===== config.mk =====
export PLATFORM = sky130hd
export DESIGN_NAME = uart_pin_port
export DESIGN_NICKNAME = d
export VERILOG_FILES = /design/src/rtl/uart_pin_pkg.sv /design/src/rtl/upp_regs.sv /design/src/rtl/upp_chg_det.sv /design/src/rtl/upp_pin_mux.sv /design/src/rtl/uart_pin_port.sv
export SDC_FILE = /design/constraint.sdc
export NUM_CORES = 1
export LEC_CHECK = 0
export BUFFER_PORTS_ARGS = -buffer_cell sky130_fd_sc_hd__buf_2
export CORE_AREA = 2 2 62 64
export DETAILED_ROUTE_END_ITERATION = 10
export DIE_AREA = 0 0 64 66
export GPL_ROUTABILITY_DRIVEN = 0
export GPL_TIMING_DRIVEN = 0
export PLACE_DENSITY_LB_ADDON = 0.15
export SLEW_MARGIN = 30
export SYNTH_ARGS = -nofsm -noshare
export SYNTH_HDL_FRONTEND = slang
export SYNTH_HIERARCHICAL = 1
export SYNTH_SLANG_ARGS = --single-unit

===== constraint.sdc =====
create_clock -name clk -period 1.6 [get_ports clk]
set_clock_uncertainty 0.05 [all_clocks]
set_input_delay 0.24 -clock clk [delete_from_list [all_inputs] [get_ports clk]]
set_output_delay 0.24 -clock clk [all_outputs]
set_load 0.005 [all_outputs]

===== src/rtl/uart_pin_pkg.sv =====
// Package: shared constants for the multipurpose pin port.
// Assumes byte-wide registers and a 2-bit configuration field per pin.
package uart_pin_pkg;
    localparam int NUM_PINS   = 4;
    localparam int FIELD_W    = 2;
    localparam int REG_W      = NUM_PINS * FIELD_W;
    localparam int ADDR_W     = 2;

    localparam logic [ADDR_W-1:0] ADDR_SETUP  = 2'd0;
    localparam logic [ADDR_W-1:0] ADDR_DRIVE  = 2'd1;
    localparam logic [ADDR_W-1:0] ADDR_STATUS = 2'd2;

    typedef enum logic [FIELD_W-1:0] {
        SRC_INPUT = 2'b00,
        SRC_REG   = 2'b01,
        SRC_ALT_A = 2'b10,
        SRC_ALT_B = 2'b11
    } pin_src_e;
endpackage


===== src/rtl/upp_regs.sv =====
// Module: register file of the pin port.
// Holds the setup and drive/watch registers, returns read data combinationally,
// and emits a one-cycle pulse when the status register is read.
// Assumes at most one access per cycle; a write to the status address is dropped.
module upp_regs
    import uart_pin_pkg::*;
#(
    parameter int DW = REG_W,
    parameter int AW = ADDR_W
) (
    input  logic          clk,
    input  logic          rst_n,
    input  logic          reg_wr,
    input  logic          reg_rd,
    input  logic [AW-1:0] reg_addr,
    input  logic [DW-1:0] reg_wdata,
    input  logic [DW-1:0] status_val,
    output logic [DW-1:0] setup_q,
    output logic [DW-1:0] drive_q,
    output logic [DW-1:0] reg_rdata,
    output logic          status_rd
);
    // Store host writes to the two writable registers.
    always_ff @(posedge clk) begin
        if (!rst_n) begin
            setup_q <= '0;
            drive_q <= '0;
        end else if (reg_wr) begin
            if (reg_addr == ADDR_SETUP) setup_q <= reg_wdata;
            if (reg_addr == ADDR_DRIVE) drive_q <= reg_wdata;
        end
    end

    // Select read data by address; unused addresses return zero.
    always_comb begin
        case (reg_addr)
            ADDR_SETUP:  reg_rdata = setup_q;
            ADDR_DRIVE:  reg_rdata = drive_q;
            ADDR_STATUS: reg_rdata = status_val;
            default:     reg_rdata = '0;
        endcase
    end

    // Flag acknowledge pulse for the change detectors.
    assign status_rd = reg_rd && (reg_addr == ADDR_STATUS);
endmodule


===== src/rtl/upp_chg_det.sv =====
// Module: per-pin input synchronizer and latched change-of-state flag.
// Assumes SYNC_STAGES >= 2. The flag is held at 0 while not armed.
// A set in the same cycle as an acknowledge wins.
module upp_chg_det #(
    parameter int SYNC_STAGES = 2
) (
    input  logic clk,
    input  logic rst_n,
    input  logic pin_raw,
    input  logic arm,
    input  logic ack,
    output logic level,
    output logic edge_seen,
    output logic flag
);
    logic [SYNC_STAGES-1:0] sync_q;
    logic                   prev_q;

    // Bring the asynchronous pin level into the clock domain.
    always_ff @(posedge clk) begin
        if (!rst_n) sync_q <= '0;
        else        sync_q <= {sync_q[SYNC_STAGES-2:0], pin_raw};
    end

    assign level = sync_q[SYNC_STAGES-1];

    // Remember the last synchronized level for edge comparison.
    always_ff @(posedge clk) begin
        if (!rst_n) prev_q <= 1'b0;
        else        prev_q <= level;
    end

    assign edge_seen = level ^ prev_q;

    // Latch edges while armed; acknowledge clears unless an edge arrives.
    always_ff @(posedge clk) begin
        if (!rst_n)         flag <= 1'b0;
        else if (!arm)      flag <= 1'b0;
        else if (edge_seen) flag <= 1'b1;
        else if (ack)       flag <= 1'b0;
    end
endmodule


===== src/rtl/upp_pin_mux.sv =====
// Module: output source selector of one pin.
// Code 00 releases the pin; 01 drives the inverted register bit or the
// request-to-send source; 10 and 11 pick alternate signals given by the parent.
// ALT_A_LOW replaces alternate A with a constant low drive.
module upp_pin_mux
    import uart_pin_pkg::*;
#(
    parameter bit ALT_A_LOW = 1'b0
) (
    input  logic [FIELD_W-1:0] code,
    input  logic               reg_bit,
    input  logic               rts_here,
    input  logic               rts_drive,
    input  logic               alt_a,
    input  logic               alt_b,
    output logic               drive,
    output logic               oe
);
    // Decode the pin's field into a drive value and an enable.
    always_comb begin
        case (pin_src_e'(code))
            SRC_INPUT: begin drive = 1'b0; oe = 1'b0; end
            SRC_REG:   begin drive = rts_here ? rts_drive : ~reg_bit; oe = 1'b1; end
            SRC_ALT_A: begin drive = ALT_A_LOW ? 1'b0 : alt_a; oe = 1'b1; end
            default:   begin drive = alt_b; oe = 1'b1; end
        endcase
    end
endmodule


===== src/rtl/uart_pin_port.sv =====
// Module: four-pin multipurpose port of one serial channel (top).
// Wires the register file, per-pin change detectors and per-pin source muxes.
// Places request-to-send on pin 2 or pin 1, and forms the change interrupt.
// Assumes clock inputs are already in, or safe to pass from, their own domain.
module uart_pin_port
    import uart_pin_pkg::*;
#(
    parameter int SYNC_STAGES = 2
) (
    input  logic                clk,
    input  logic                rst_n,
    input  logic                reg_wr,
    input  logic                reg_rd,
    input  logic [ADDR_W-1:0]   reg_addr,
    input  logic [REG_W-1:0]    reg_wdata,
    output logic [REG_W-1:0]    reg_rdata,
    input  logic [NUM_PINS-1:0] pin_in,
    input  logic                tx_clk_1x,
    input  logic                tx_clk_16x,
    input  logic                rx_clk_1x,
    input  logic                rx_clk_16x,
    input  logic                rts_mode,
    input  logic                eot_mode,
    input  logic                rts_level,
    input  logic                eot_level,
    output logic [NUM_PINS-1:0] pin_out,
    output logic [NUM_PINS-1:0] pin_oe,
    output logic                chg_irq
);
    localparam int RTS_PRIMARY  = 2;
    localparam int RTS_FALLBACK = 1;

    logic [REG_W-1:0]    setup_q;
    logic [REG_W-1:0]    drive_q;
    logic [REG_W-1:0]    status_val;
    logic                status_rd;
    logic [NUM_PINS-1:0] levels;
    logic [NUM_PINS-1:0] edge_pulse;
    logic [NUM_PINS-1:0] chg_flags;
    logic [NUM_PINS-1:0] arm;
    logic [NUM_PINS-1:0] rts_here;
    logic [NUM_PINS-1:0] alt_a;
    logic [NUM_PINS-1:0] alt_b;
    logic                rts_on_primary;
    logic                rts_reg_bit;
    logic                rts_drive;

    upp_regs u_regs (
        .clk        (clk),
        .rst_n      (rst_n),
        .reg_wr     (reg_wr),
        .reg_rd     (reg_rd),
        .reg_addr   (reg_addr),
        .reg_wdata  (reg_wdata),
        .status_val (status_val),
        .setup_q    (setup_q),
        .drive_q    (drive_q),
        .reg_rdata  (reg_rdata),
        .status_rd  (status_rd)
    );

    // Status register layout: flags on top, live levels below.
    assign status_val = {chg_flags, levels};

    // Request-to-send placement: primary pin when it selects 01, else fallback.
    assign rts_on_primary = (setup_q[RTS_PRIMARY*FIELD_W +: FIELD_W] == SRC_REG);
    assign rts_reg_bit    = rts_on_primary ? drive_q[RTS_PRIMARY] : drive_q[RTS_FALLBACK];

    // Request-to-send pin source with flow control taking priority.
    always_comb begin
        if (rts_mode)      rts_drive = rts_level;
        else if (eot_mode) rts_drive = eot_level;
        else               rts_drive = ~rts_reg_bit;
    end

    // Per-pin alternate clock sources.
    always_comb begin
        alt_a = {tx_clk_16x, rx_clk_1x, 1'b0,      tx_clk_1x};
        alt_b = {tx_clk_1x,  rx_clk_16x, rx_clk_1x, tx_clk_16x};
    end

    // Which pin carries request-to-send.
    always_comb begin
        rts_here               = '0;
        rts_here[RTS_PRIMARY]  = rts_on_primary;
        rts_here[RTS_FALLBACK] = !rts_on_primary;
    end

    for (genvar i = 0; i < NUM_PINS; i++) begin : g_pin
        // Detection runs only for armed input pins.
        assign arm[i] = drive_q[NUM_PINS + i] &&
                        (setup_q[i*FIELD_W +: FIELD_W] == SRC_INPUT);

        upp_chg_det #(
            .SYNC_STAGES (SYNC_STAGES)
        ) u_det (
            .clk       (clk),
            .rst_n     (rst_n),
            .pin_raw   (pin_in[i]),
            .arm       (arm[i]),
            .ack       (status_rd),
            .level     (levels[i]),
            .edge_seen (edge_pulse[i]),
            .flag      (chg_flags[i])
        );

        upp_pin_mux #(
            .ALT_A_LOW (i == RTS_FALLBACK)
        ) u_mux (
            .code      (setup_q[i*FIELD_W +: FIELD_W]),
            .reg_bit   (drive_q[i]),
            .rts_here  (rts_here[i]),
            .rts_drive (rts_drive),
            .alt_a     (alt_a[i]),
            .alt_b     (alt_b[i]),
            .drive     (pin_out[i]),
            .oe        (pin_oe[i])
        );
    end

    // Interrupt request from any pending change.
    assign chg_irq = |chg_flags;
endmodule


; Word-level counts from Yosys, hierarchy flattened
; Cells that the tools add are included.
[op_classes]
reduce_logical = 22
bitwise = 8
n_eq_ne = 10
mux = 18
[ops]
columns = cell, count
row1 = $pmux W8 S3, 1
row2 = $mux W1, 13
row3 = $reduce_and A2 Y1, 6
row4 = $eq A2 B1 Y1 const B, 5
row5 = $eq A2 B2 Y1 const B, 5
row6 = $logic_not A2 Y1, 5
row7 = $pmux W1 S3, 3
row8 = $reduce_bool A2 Y1, 4
row9 = $logic_and A1 B1 Y1, 5
row10 = $not A1 Y1, 4
row11 = $reduce_or A4 Y1, 1
row12 = $xor A1 B1 Y1, 4
row13 = $pmux W1 S2, 1
row14 = $reduce_or A2 Y1, 1
[word_totals]
inputBits = 26
wordCells = 72
out_inout_bits = 17
register_bits = 32

; Logic depth before layout (Yosys ltp)
[depth]
word_depth = 7
mapped_depth = 5
depth_no_buf = 5

; By module
; The synthesis kept the hierarchy.
[modules_own_cells]
columns = mod, n_inst, area_per_inst_um2, seq_area_each_um2, cells_per_inst
row1 = upp_regs, 1, 790.8, 320.3, 84
row2 = upp_chg_det, 4, 125.1, 80.1, 10
row3 = upp_pin_mux at g_pin[0].u_mux ..., 3, 48.8, 0.0, 6
row4 = uart_pin_port, 1, 100.1, 0.0, 12
row5 = upp_pin_mux at g_pin[1].u_mux, 1, 43.8, 0.0, 6

; Worst setup path before layout
; No wires, ideal clock.
[synth_timing]
kind = register to output
from = reg u_regs.setup_q[5]
to = out pin_out[1]
stages_incl_launch_ff = 6
path_buffers = 0
required_time_ns = 1.310
t_arrival_ns = 1.453
path_slack_ns = -0.143
path_cell_list = dfxtp_1 nand2b_4 mux2_4 o31ai_2 nor2b_1 o41ai_2
[synth_between]
elab_chain_len = 7
[synth_lines]
columns = item, line_no
row1 = start: declaration, upp_regs.sv:18  ; output logic [DW-1:0] setup_q,
row2 = start signal: assignment, upp_regs.sv:29  ; if (reg_addr == ADDR_SETUP) setup_q <= reg_wdata;
row3 = $eq A2 B1 Y1, uart_pin_port.sv:66  ; assign rts_on_primary = (setup_q[RTS_PRIMARY*FIELD_W +: FIELD_W] == SRC_REG);
row4 = $mux W1, uart_pin_port.sv:67  ; assign rts_reg_bit = rts_on_primary ? drive_q[RTS_PRIMARY] : drive_q[RTS_FALLBACK];
row5 = $not A1 Y1, uart_pin_port.sv:73  ; else rts_drive = ~rts_reg_bit;
row6 = $mux W1, uart_pin_port.sv:72  ; else if (eot_mode) rts_drive = eot_level;
row7 = $mux W1, uart_pin_port.sv:71  ; if (rts_mode) rts_drive = rts_level;
row8 = net rts_drive, uart_pin_port.sv:46  ; logic rts_drive;
row9 = $mux W1, upp_pin_mux.sv:23  ; SRC_REG: begin drive = rts_here ? rts_drive : ~reg_bit; oe = 1'b1; end
row10 = $pmux W1 S2, upp_pin_mux.sv:21  ; case (pin_src_e'(code))
row11 = end: declaration, uart_pin_port.sv:26  ; output logic [NUM_PINS-1:0] pin_out,
; The timed path passes the listed nets, and every way through them passes these cells.

; Worst setup path in the final report
; Ends and elaborated chain as after synthesis.

==> impl_metrics.yaml <==
status:
  outcome: "finished, violations left"
  violations: "negative setup slack"
setup_path:
  r2r_start: "u_regs/setup_q[6]"
  crit_family: "compound AO/OA/AOI/OAI gates"
  r2r_cells: 4
  cp_max_fo: 3
  crit_arrival_ns: 1.88
  crit_type: "reg -> out"
  rrSetupSlack_ns: 0.55
  crit_chain: "nand2b_4, mux2_4, o31ai_4, nor2b_1, o41ai_2, buf_2"
  cp.required_ns: 1.31
  slowest_stage: "dfxtp_4"
  start_kind: "flop"
  crit_path_end_kind: "output pin"
  reg2reg_to: "g_pin[3].u_det/flag"
  crit_buf_inv: 1
  max_stage_delay_ns: 0.36
place:
  dp_slack_ns: -0.268
  dp_hpwl_mm: 2.53
  numPortBuffers: 42
  placed_cell_area_um2: 1870
  dp_cells: 253
floorplanning:
  die_w_um: 64
  fp.dieH_um: 66
  core_area_um2: 3550
  die_area_um2: 4220
  rows: 22
  io_pins: 43
  initial_core_util_pct: 44.5
clock_tree:
  path_clk_slew_ns: 0.11
  cts_inserted_buffers: 5
  clock_sinks: 32
  cts-root-buf: "clkbuf_4"
  hold_buffers: 0
  cts_buffer_depth: 2
  cts_tree: "done"
  htreeDepth: 2
  clkLatencyLatePin_ns: 0.34
power_and_ir_drop:
  cellInternalPower_mw: 1.27
  pwr-share-seq_pct: 50.1
  powerDensity_nw_per_um2: 813
  ir_drop_mv: 0.468
  switchingPower_mw: 0.412
  leakage_nw: 1.05
  switching_share_pct: 24.6
  p_clk_share_pct: 36.7
  pwr-share-comb_pct: 13.2
detailed_routing:
  wl_per_cell_um: 13.6
  wl_mm: 3.68
  vias_per_cell: 4.83
  drc: 0
  vias: 1305
  dr.pass1.iters: 4
  first_iter_violations: 39
  antenna_violating_nets_post_route: 0
sta:
  rsz0062_at_grt: "yes"
  finalHoldViolations: 0
  setup_ws_ns: -0.574
  min_period_ns: 2.17
  slew_violations: 0
  setup_viol: 5
  setup-tns-final_ns: -1.22
  fmax_ghz: 0.460
  post-route-period-util_pct: 136
finish:
  multi_input_area_um2: 933
  final_core_util_pct: 58.1
  fillers: 323
  diodes: 0
  fin_nets: 247
  drive_gt1_share_pct: 37.8
  final_cells: 270
  area_growth_pct: 30.5
  seqCellArea_um2: 657
  fin_area_um2: 2060
yosys:
  synth.most_common_cell: "dfxtp_1"
  syn_inst: 160
  netlist_top_cells_area: "dfxtp_1 (41%), mux2i_1 (15%), nand2_1 (5.9%)"
  synth_async_sr_flop_share_pct: 0
  synth_largest_area_cell: "dfxtp_1"
  syn_area_per_cell_um2: 9.88
  synth_seq_cells: 32
  yosys-top-cells-count: "dfxtp_1 (32), nand2_1 (25), mux2i_1 (24)"
  synth_edf_count: 0
  synth_warnings: 6
  netlist_area_um2: 1580
  yosysUniqueCellTypes: 31
  synth.top_cell.area_share_pct: 40.5
  synthFlopType: "dfxtp_1"
  yosysSeqAreaShare_pct: 40.5
run:
  max_cap_violations: 0
grt:
  grt_pass1_wl_mm: 5.76
  track_usage_pct: 18.5
  grt_pass1_vias: 1228
  antenna_found_initial: 0
  grt_max_degree: 23
  grt-ovfl-total: 0
min_path:
  hold_start: "pin_in[3]"
  whs_path_depth: 2
  hp-class: "in -> reg"
  hold_end: "g_pin[3].u_det/sync_q[0]"
-- how the worst max path moves through the flow --
stage	end	from	cells past startpoint	slack, ns
finish	pin_out[1]	u_regs/setup_q[5]	6	-0.57
global route	pin_out[1]	u_regs/setup_q[5]	6	-0.68
CTS	pin_out[1]	u_regs/setup_q[5]	6	-0.57
detailed placement	pin_out[1]	u_regs/setup_q[5]	6	-0.27
global placement	pin_out[1]	u_regs/setup_q[5]	6	-0.28
floorplan	pin_out[1]	u_regs/setup_q[5]	5	-0.05
-- cells by family after synthesis --
logic type             count (synthesis)  share of synthesized area [%]
XOR/XNOR                               4                           2.21
other                                  1                          0.237
buffers and inverters                  9                           2.93
AND/OR/NAND/NOR                       68                           24.8
flip-flops                            32                           40.5
AO/OA/AOI/OAI                         18                           11.0
multiplexers                          28                           18.3
-- final cells by class --
type                    count  area share, %
flip-flops and latches     32           31.8
clock buffers               6           2.00
repair buffers             51           14.1
plain buffers               7           1.88
multi-input cells         122           45.2
well taps                  48           2.91
clock inverters             2           1.70
inverters                   2          0.364
-- state kept, by name (all words and copies together) (netlist names) --
register,flops
g_pin.u_det/prev_q,4
g_pin.u_det/sync_q,8
u_regs/drive_q,8
g_pin.u_det/flag,4
u_regs/setup_q,8
-- stage by stage --
stage	total power [mW]	hold slack, ns
after global placement	1.06	0.365
final	1.68	0.0433
after floorplan	0.976	0.312
after global routing	1.76	0.0227
after detailed placement	1.06	0.369
after CTS	1.68	0.0355
-- per-layer routing --
metal | global-route usage [%] | part of all wire, %
met2 | 29.2 | 48
met4 | 7.34 | 1.5
met5 | 0 | 0
met3 | 6.30 | 5.3
met1 | 23.3 | 45
-- layout by cell type, fill, tap and decap left out, types with 2 or more instances in the layout --
master	n
a32o_1	3
and2_1	8
and2_2	4
and3b_1	2
buf_2	45
buf_4	7
buf_6	4
clkbuf_1	3
clkbuf_4	5
conb_1	4
dfxtp_1	27
dfxtp_4	4
inv_1	2
mux2_4	3
mux2i_1	24
nand2_1	25
nand2b_1	5
nand2b_4	2
nor2b_1	7
nor2b_2	3
nor3b_1	4
o211a_1	4
o2bb2ai_1	8
or2_1	3
xor2_1	4
-- power by group through the flow --
stage               registers (mW)  logic (mW)  clock network [mW]
global placement             0.865       0.190                   0
finish                       0.841       0.222               0.615
floorplan                    0.859       0.118                   0
detailed placement           0.866       0.193                   0
CTS                          0.841       0.212               0.631
global route                 0.845       0.243               0.670
-- what timing repair did --
action,in CTS,in global routing
gates resized for setup,10,4
pin swaps,1,1
buffers inserted,7,2
endpoints found under the setup margin,5,7
Power figures use the tool's default switching activity.
